**src/rtl/spw_pkg.sv**
```systemverilog
package spw_pkg;
    // Longest pulse in cycles (15 ns at 1 GHz)
    localparam int SPW_MAX_CYC = 15;
    localparam int SPW_CNT_W   = $clog2(SPW_MAX_CYC + 1);

    typedef enum logic [1:0] {
        RG_ZERO,
        RG_LINEAR,
        RG_SAT
    } spw_region_e;

    typedef enum logic {
        PH_IDLE,
        PH_HIGH
    } spw_phase_e;

    typedef struct packed {
        spw_phase_e             phase;
        logic [SPW_CNT_W-1:0]   left;
        logic                   done;
    } spw_state_t;
endpackage

```
**src/rtl/spw_width_calc.sv**
```systemverilog
module spw_width_calc
    import spw_pkg::*;
#(
    parameter int SCORE_W = 16,
    parameter int THR_W   = 16
) (
    input  logic signed [SCORE_W-1:0] score_i,
    input  logic [THR_W-1:0]          thr_i,
    output spw_region_e               region_o,
    output logic [SPW_CNT_W-1:0]      width_o
);
    localparam int MAG_W  = SCORE_W - 1;
    localparam int CMP_W  = (MAG_W > THR_W) ? MAG_W : THR_W;
    localparam int PROD_W = CMP_W + SPW_CNT_W;

    logic [CMP_W-1:0]  mag_x;
    logic [CMP_W-1:0]  thr_x;
    logic [PROD_W-1:0] prod;
    logic [PROD_W-1:0] quot;
    logic              neg;

    always_comb begin
        neg    = score_i[SCORE_W-1];
        mag_x  = CMP_W'(score_i[MAG_W-1:0]);
        thr_x  = CMP_W'(thr_i);
        prod   = PROD_W'(mag_x) * PROD_W'(SPW_MAX_CYC);
        quot   = '0;
        region_o = RG_LINEAR;
        if (neg || (mag_x == '0)) begin
            region_o = RG_ZERO;
        end else if ((thr_x == '0) || (mag_x >= thr_x)) begin
            region_o = RG_SAT;
        end else begin
            quot = prod / PROD_W'(thr_x);
        end

        unique case (region_o)
            RG_ZERO:   width_o = '0;
            RG_SAT:    width_o = SPW_CNT_W'(SPW_MAX_CYC);
            default:   width_o = SPW_CNT_W'(quot);
        endcase
    end
endmodule

```
**src/rtl/spw_pulse_timer.sv**
```systemverilog
module spw_pulse_timer
    import spw_pkg::*;
(
    input  logic                  clk_i,
    input  logic                  rst_i,
    input  logic                  start_i,
    input  logic [SPW_CNT_W-1:0]  width_i,
    output logic                  pulse_o,
    output logic                  done_o
);
    spw_state_t st_d, st_q;

    always_comb begin
        st_d      = st_q;
        st_d.done = 1'b0;
        if (st_q.phase == PH_HIGH) begin
            // start ignored while the pulse runs
            st_d.left = st_q.left - 1'b1;
            if (st_q.left == SPW_CNT_W'(1)) begin
                st_d.phase = PH_IDLE;
                st_d.done  = 1'b1;
            end
        end else if (start_i) begin
            if (width_i == '0) begin
                st_d.done = 1'b1;
            end else begin
                st_d.phase = PH_HIGH;
                st_d.left  = width_i;
            end
        end
    end

    always_ff @(posedge clk_i) begin
        if (rst_i) begin
            st_q <= '{phase: PH_IDLE, left: '0, done: 1'b0};
        end else begin
            st_q <= st_d;
        end
    end

    assign pulse_o = (st_q.phase == PH_HIGH);
    assign done_o  = st_q.done;

    AST_LEFT_RANGE: assert property (@(posedge clk_i) disable iff (rst_i)
        pulse_o |-> (st_q.left != '0) && (st_q.left <= SPW_CNT_W'(SPW_MAX_CYC)));
    AST_IGNORE_BUSY: assert property (@(posedge clk_i) disable iff (rst_i)
        (pulse_o && st_q.left > SPW_CNT_W'(1)) |=> pulse_o && (st_q.left == $past(st_q.left) - 1'b1));
    AST_END_DONE: assert property (@(posedge clk_i) disable iff (rst_i)
        (pulse_o && st_q.left == SPW_CNT_W'(1)) |=> done_o && !pulse_o);
endmodule

```
**src/rtl/score_pulse_gen.sv**
```systemverilog
module score_pulse_gen
    import spw_pkg::*;
#(
    parameter int SCORE_W = 16,
    parameter int THR_W   = 16
) (
    input  logic                      clk_i,
    input  logic                      rst_i,
    input  logic                      start_i,
    input  logic signed [SCORE_W-1:0] score_i,
    input  logic [THR_W-1:0]          thr_i,
    output logic                      pulse_o,
    output logic                      done_o
);
    spw_region_e          region;
    logic [SPW_CNT_W-1:0] width;

    spw_width_calc #(
        .SCORE_W (SCORE_W),
        .THR_W   (THR_W)
    ) i_calc (
        .score_i  (score_i),
        .thr_i    (thr_i),
        .region_o (region),
        .width_o  (width)
    );

    spw_pulse_timer i_timer (
        .clk_i   (clk_i),
        .rst_i   (rst_i),
        .start_i (start_i),
        .width_i (width),
        .pulse_o (pulse_o),
        .done_o  (done_o)
    );

    AST_NOT_BOTH: assert property (@(posedge clk_i) disable iff (rst_i)
        !(pulse_o && done_o));
    AST_ZERO_DONE: assert property (@(posedge clk_i) disable iff (rst_i)
        (start_i && !pulse_o && score_i <= 0) |=> done_o && !pulse_o);
    AST_SAT_FULL: assert property (@(posedge clk_i) disable iff (rst_i)
        (score_i > 0 && SCORE_W'(thr_i) <= score_i) |-> region == RG_SAT && width == SPW_CNT_W'(SPW_MAX_CYC));
    AST_RISE_NEXT: assert property (@(posedge clk_i) disable iff (rst_i)
        (start_i && !pulse_o && score_i > 0 && thr_i == '0) |=> $rose(pulse_o));
    AST_FALL_DONE: assert property (@(posedge clk_i) disable iff (rst_i)
        $fell(pulse_o) |-> done_o);
endmodule

```
**config.mk**
```make
export PLATFORM = sky130hd
export DESIGN_NAME = score_pulse_gen
export DESIGN_NICKNAME = d
export VERILOG_FILES = /design/src/rtl/spw_pkg.sv /design/src/rtl/spw_width_calc.sv /design/src/rtl/spw_pulse_timer.sv /design/src/rtl/score_pulse_gen.sv
export SDC_FILE = /design/constraint.sdc
export NUM_CORES = 1
export LEC_CHECK = 0
export BUFFER_PORTS_ARGS = -buffer_cell sky130_fd_sc_hd__buf_2
export CAP_MARGIN = 5
export CORE_ASPECT_RATIO = 0.9
export CORE_MARGIN = 2
export CORE_UTILIZATION = 55
export DETAILED_ROUTE_END_ITERATION = 6
export PLACE_DENSITY = 0.68
export SYNTH_ARGS = -nofsm -noshare
export SYNTH_HDL_FRONTEND = slang
export SYNTH_SLANG_ARGS = --single-unit
```
**constraint.sdc**
```tcl
create_clock -name clk_i -period 52.2 [get_ports clk_i]
set_clock_uncertainty 0.2 [all_clocks]
set_input_delay 7.83 -clock clk_i [delete_from_list [all_inputs] [get_ports clk_i]]
set_output_delay 7.83 -clock clk_i [all_outputs]
set_load 0.01 [all_outputs]
```
==> results of run 1 <==
-- synthesized netlist by cell type (all sizes together), types with 9 or more instances --
library cell and number:
a211o 14, a211oi 25, a21boi 15, a21o 63
a21oi 124, a31oi 28, and2 15, and3 15
clkbuf 20, fa 27, ha 247, inv 105
mux2 66, mux2i 14, nand2 142, nand2b 15
nand3 37, nand4 13, nor2 167, nor2b 12
nor3 63, o211ai 31, o21a 71, o21ai 89
o21bai 9, o31ai 18, or2 14, or3 25
xnor2 59, xor2 49
-- cell families after synthesis --
kind of cell | Yosys count | synth area share, %
AOI/OAI and AO/OA | 584 | 32.0
xor gates and xnor gates | 108 | 7.35
adders and majority gates | 274 | 28.2
buffers and inverters | 132 | 3.99
DFF | 6 | 0.934
muxes | 80 | 7.01
other | 1 | 0.0292
and+or+nand+nor | 544 | 20.4
-- layer usage --
metal | vias to the layer above | part of all wire (%) | track usage [%]
li1 | 6588 | - | -
met1 | 6182 | 48 | 46.0
met2 | 468 | 43 | 50.8
met3 | 54 | 6.6 | 2.78
met4 | 0 | 2.4 | 7.52
met5 | - | 0 | 0
-- timing repair --
item	4_1_cts	5_1_grt
gates resized for setup	0	29
setup buffers	0	6
endpoints found under the setup margin	0	6
-- flip-flops by register name, indices dropped and copies added, names as in the netlist --
name	cells
i_timer.st_q	4
i_timer.done_o	1
i_timer.pulse_o	1
-- critical path: cells and delay by family --
kind | cells | cell delay, ns
and+or+nand+nor | 30 | 6.36
buffers and inverters | 9 | 1.71
adders and majority gates | 22 | 7.54
AOI/OAI and AO/OA | 98 | 24.14
muxes | 6 | 1.94
-- worst max-delay path by stage --
| stage | depth (start not counted) | startpoint | slack, ns | to |
|---|---|---|---|---|
| 2_1_floorplan | 174 | score_i[12] | 4.98 | i_timer.st_q[1]$_SDFFE_PP0P_ |
| 3_3_place_gp | 169 | score_i[8] | 1.41 | i_timer.st_q[1]$_SDFFE_PP0P_ |
| 3_5_place_dp | 170 | score_i[0] | 0.44 | i_timer.st_q[1]$_SDFFE_PP0P_ |
| 4_1_cts | 172 | score_i[0] | 0.54 | i_timer.st_q[1]$_SDFFE_PP0P_ |
| 5_1_grt | 173 | score_i[7] | 0.03 | i_timer.pulse_o$_SDFF_PP0_ |
| 6_report | 165 | score_i[0] | 2.52 | i_timer.st_q[1]$_SDFFE_PP0P_ |
-- through the flow --
step / util (%) / setup WS, ns / cell area [um^2]
floorplan: - / 4.98 / 12900
global placement: 58.2 / 1.41 / 13500
detailed placement: 58.2 / 0.442 / 13500
CTS: 58.5 / 0.541 / 13500
global route: 59.4 / 0.0322 / 13700
finish: 59.4 / 2.52 / 13700
-- layout make-up --
| class | count | area [um^2] |
|---|---|---|
| fillers | 2147 | 9400 |
| flip-flops and latches | 6 | 120 |
| well taps | 302 | 378 |
| repair buffers | 63 | 387 |
| clock buffers | 3 | 75.1 |
| multi-input cells | 1591 | 12400 |
| inverters | 105 | 394 |
==> flow_summary.yaml, run 1 <==
route:
  routed_wl_um: 39700
  vias_per_cell: 6.42
  first_iter_violations: 1044
  drc: 3
  first_pass_iters: 7
  ant_nets: 0
  vias: 13300
  routedWlPerCell_um: 19.2
clock_network:
  cts_htree_levels: 1
  clock_latency_ns: 0.23
  tritoncts.num_buffers: 3
  cts_tree: "done"
  clock-sinks: 6
  clk_pin_slew_ns: 0.03
  clockBufferDepth: 2
  hold_buffers: 0
  root_buffer: "clkbuf_16"
place:
  dpl.cell_count: 2061
  dp_hpwl_um: 31500
  portBuffers: 36
  place.gp.congestion: 0.950
timing:
  tightest_slew_ns: 1.02
  slew_viol_final: 0
  fin_crit_sh_pct: 95.2
  setup_viol: 0
  fin_crit_ns: 49.68
  setup-tns-final_ns: 0
  fmax_mhz: 20.1
  rsz0062_at_grt: "no"
  max-slew-margin-rel_pct: 31.8
  hold-worst-slack_ns: 0.398
  final_hold_viol_count: 0
min_path:
  hold_start: "i_timer.st_q[4]$_SDFFE_PP0P_"
  min_delay_path_depth: 2
  hold_class: "flip-flop to flip-flop"
  min_delay_worst_endpoint: "i_timer.st_q[4]$_SDFFE_PP0P_"
floorplanning:
  die_w_um: 165
  core-area_um2: 23100
  die_h_um: 149
  die_area_um2: 24600
  core.rowCount: 53
  ios: 37
  initial_core_util_pct: 55.6
synthesis:
  ys.flop_type: "dfxtp_1"
  synth.area.top_cells: "ha_1 24%, mux2_2 5.0%, nor2_1 4.9%, a21oi_1 4.8%, fa_1 4.2%"
  postSynthCellCount: 1729
  synth.yosys.seq_area_share_pct: 0.934
  synth_top_cell_by_area: "ha_1"
  synth_area_um2: 12900
  synth_area_per_cell_um2: 7.44
  synth_top_cell_area_share_pct: 24.0
  yosysUniqueCellTypes: 102
  synth_nets: 2038
  synth_edf_count: 0
  ys_ff_latch: 6
  ys_warn_count: 0
  async_flop_share_pct: 0
global_route:
  grt_use_total_pct: 31.8
  grt_pass1_vias: 12400
  grt_max_degree: 25
  grt.overflow.total: 0
  antenna_found_initial: 0
  grt_pass1_wl_um: 63400
layout:
  final-instance-count-excl-fill: 2070
  nets: 2079
  drive_above_1_share_pct: 11.7
  diodes: 0
  layout_common_cells: "247 x ha_1, 166 x nor2_1, 142 x nand2_1"
  final_common_cell: "ha_1"
  area_growth_syn_to_layout_pct: 6.84
setup_path:
  r2r_cells: 4
  max_stage_delay_ns: 0.61
  rrSetupSlack_ns: 50.29
  crit_path_frequent_cell: "ha_1"
  path_class: "primary input to flip-flop"
  worst_setup_path_end_kind: "flip-flop"
  r2r-end: "i_timer.pulse_o$_SDFF_PP0_"
  cp_slowest_cell: "o31ai_1"
  r2r-start: "i_timer.pulse_o$_SDFF_PP0_"
  start_kind: "primary input"
  cp.arrival_ns: 49.60
  crit_fanout: 24
  required_ns: 52.12
status:
  violations: "DRC"
  outcome: "finished, violations left"
flow_run:
  maxCapViolCount: 0
Power of run 1 is left out: the tool's default activity adds up to more than one toggle a clock period on the data nets, which glitch-free logic cannot reach.
==> run 2, diff against run 1 <==
--- a/config.mk
+++ b/config.mk
@@ -5,6 +5,7 @@
 export SDC_FILE = /design/constraint.sdc
 export NUM_CORES = 1
 export LEC_CHECK = 0
+export ABC_AREA = 1
 export BUFFER_PORTS_ARGS = -buffer_cell sky130_fd_sc_hd__buf_2
 export CAP_MARGIN = 5
 export CORE_ASPECT_RATIO = 0.9
==> constraint.sdc (replaced) <==
create_clock -name clk_i -period 58 [get_ports clk_i]
set_clock_uncertainty 0.2 [all_clocks]
set_input_delay 8.7 -clock clk_i [delete_from_list [all_inputs] [get_ports clk_i]]
set_output_delay 8.7 -clock clk_i [all_outputs]
set_load 0.01 [all_outputs]
==> run 2 against run 1 <==
The flow now finishes without violations. Clock-buffer cell count stayed put. Utilization is 1.1 points lower. Hold slack worse by 0.11 ns. Critical path type unchanged.
==> flow_summary.yaml, run 2 <==
layout:
  diodes: 0
  nets: 2312
  final_common_cell: "nand2_1"
  drive_above_1_share_pct: 11.5
  area_growth_syn_to_layout_pct: 4.70
  layout_common_cells: "462 x nand2_1, 319 x inv_1, 247 x ha_1"
  nFillCells: 2266
  largest_reg_flops: 4
  regMostFlops: "i_timer.st_q"
timing:
  tightest_slew_ns: 0.929
  setup-tns-final_ns: 0
  final_hold_viol_count: 0
  fin_crit_sh_pct: 91.2
  fin_crit_ns: 52.90
  max-slew-margin-rel_pct: 37.8
  fmax_mhz: 18.9
  setup_viol: 0
  rsz0062_at_grt: "no"
  slew_viol_final: 0
synthesis:
  postSynthCellCount: 1976
  yosysMostFrequentCell: "nand2_1"
  yosysUniqueCellTypes: 57
  synth_nets: 2285
  synthAdderAreaFrac_pct: 29.2
  synth_top_cell_area_share_pct: 24.9
  ys_warn_count: 0
  synth_area_um2: 12400
  synth_edf_count: 0
  synth_area_per_cell_um2: 6.28
  synth_common_cells: "462 x nand2_1, 320 x inv_1, 247 x ha_1"
  synth_top_family_by_area: "simple AND/OR/NAND/NOR gates"
  ys.flop_type: "dfxtp_1"
  synthSimpleGateAreaFrac_pct: 31.7
  synth_xor_area_share_pct: 8.61
  synth.area.mux_share_pct: 0.0806
  synth_top_cell_by_area: "ha_1"
  async_flop_share_pct: 0
  synth.yosys.seq_area_share_pct: 0.967
  synth.area.top_cells: "ha_1 25%, nand2_1 14%, inv_1 9.7%, nand3_1 4.8%, xor2_1 4.8%"
  ys_ff_latch: 6
  synth_compound_area_share_pct: 17.7
clock_network:
  clk_pin_slew_ns: 0.04
  cts_htree_levels: 1
  clockBufferDepth: 2
  cts_tree: "done"
  clock-sinks: 6
  hold_buffers: 0
  root_buffer: "clkbuf_16"
  clock_latency_ns: 0.23
  post-cts-setup-buffers: 0
  tritoncts.num_buffers: 3
  ctsResizeCount: 0
setup_path:
  start_kind: "primary input"
  path_class: "primary input to flip-flop"
  startpoint: "score_i[10]"
  r2r-end: "i_timer.st_q[4]$_SDFFE_PP0P_"
  crit_end: "i_timer.st_q[4]$_SDFFE_PP0P_"
  crit_path_frequent_cell: "nand2_1"
  cp_slowest_cell: "fa_1"
  rrSetupSlack_ns: 56.49
  r2r_cells: 8
  max_stage_delay_ns: 0.52
  worst_setup_path_end_kind: "flip-flop"
  cp.arrival_ns: 52.82
  required_ns: 57.92
  crit_fanout: 31
  r2r-start: "i_timer.pulse_o$_SDFF_PP0_"
route:
  vias_per_cell: 5.32
  routed_wl_um: 32000
  first_pass_iters: 6
  vias: 12200
  routedWlPerCell_um: 13.9
  drc: 0
  ant_nets: 0
  first_iter_violations: 716
floorplanning:
  core.rowCount: 52
  core-area_um2: 22300
  ios: 37
  die_area_um2: 23800
  die_w_um: 162
  die_h_um: 147
  initial_core_util_pct: 55.6
status:
  outcome: "complete, no violations"
global_route:
  grt_pass1_vias: 11500
  grt_max_degree: 32
  grt_use_total_pct: 27.3
  grt.overflow.total: 0
  grt_pass1_wl_um: 54500
  antenna_found_initial: 0
place:
  place.gp.congestion: 0.968
  dp_hpwl_um: 26700
  portBuffers: 36
flow_run:
  maxCapViolCount: 0
min_path:
  hold_class: "flip-flop to flip-flop"
[run 2: through the flow]
stage / cells / util (%) / hold slack, ns / instance area (um^2) / worst slack, ns
final: 2298 / 58.2 / 0.285 / 13000 / 5.10
after global routing: 2298 / 58.2 / 0.343 / 13000 / 0.00514
after global placement: 2295 / 57.8 / 0.274 / 12900 / 5.06
after CTS: 2298 / 58.1 / 0.291 / 13000 / 4.36
after detailed placement: 2295 / 57.8 / 0.286 / 12900 / 4.27
after floorplan: 1976 / - / 0.254 / 12400 / 11.47
[run 2: worst min-delay path by stage]
stage,startpoint,endpoint,slack [ns],cells past startpoint
floorplan,i_timer.st_q[4]$_SDFFE_PP0P_,i_timer.st_q[4]$_SDFFE_PP0P_,0.25,2
global placement,i_timer.st_q[4]$_SDFFE_PP0P_,i_timer.st_q[4]$_SDFFE_PP0P_,0.27,2
detailed placement,i_timer.st_q[4]$_SDFFE_PP0P_,i_timer.st_q[4]$_SDFFE_PP0P_,0.29,2
CTS,i_timer.st_q[4]$_SDFFE_PP0P_,i_timer.st_q[4]$_SDFFE_PP0P_,0.29,2
global route,i_timer.st_q[4]$_SDFFE_PP0P_,i_timer.st_q[4]$_SDFFE_PP0P_,0.34,2
finish,i_timer.st_q[4]$_SDFFE_PP0P_,i_timer.st_q[4]$_SDFFE_PP0P_,0.29,2
[run 2: metal layers]
layer / global-route usage (%) / wire length, um / vias to the layer above
met5: 0 / 0 / -
met4: 3.81 / 376 / 0
met3: 2.07 / 1470 / 28
met2: 45.4 / 14000 / 241
met1: 39.3 / 16200 / 5447
li1: - / - / 6510
[run 2: layout make-up]
type / count / area, um^2 / area share (%)
clock buffer: 3 / 75.1 / 0.578
inverter: 349 / 1320 / 10.2
multi-input combinational: 1599 / 10900 / 83.6
sequential: 6 / 120 / 0.924
tap: 297 / 372 / 2.86
timing repair buffer: 44 / 240 / 1.85
[run 2: cells by family after synthesis]
group / after synthesis
muxes: 1
DFF: 6
xor gates and xnor gates: 122
buffers and inverters: 371
AOI/OAI and AO/OA: 347
and+or+nand+nor: 854
other: 1
adders and majority gates: 274
[run 2: critical path: cells and delay by family]
kind	cells	cell delay (ns)
multiplexers	1	0.23
AND/OR/NAND/NOR	119	12.72
XOR/XNOR	2	0.31
buffers and inverters	44	5.70
AO/OA/AOI/OAI	104	17.72
adder cells (fa/ha/maj)	22	7.31
Power of run 2 is left out for the same reason.
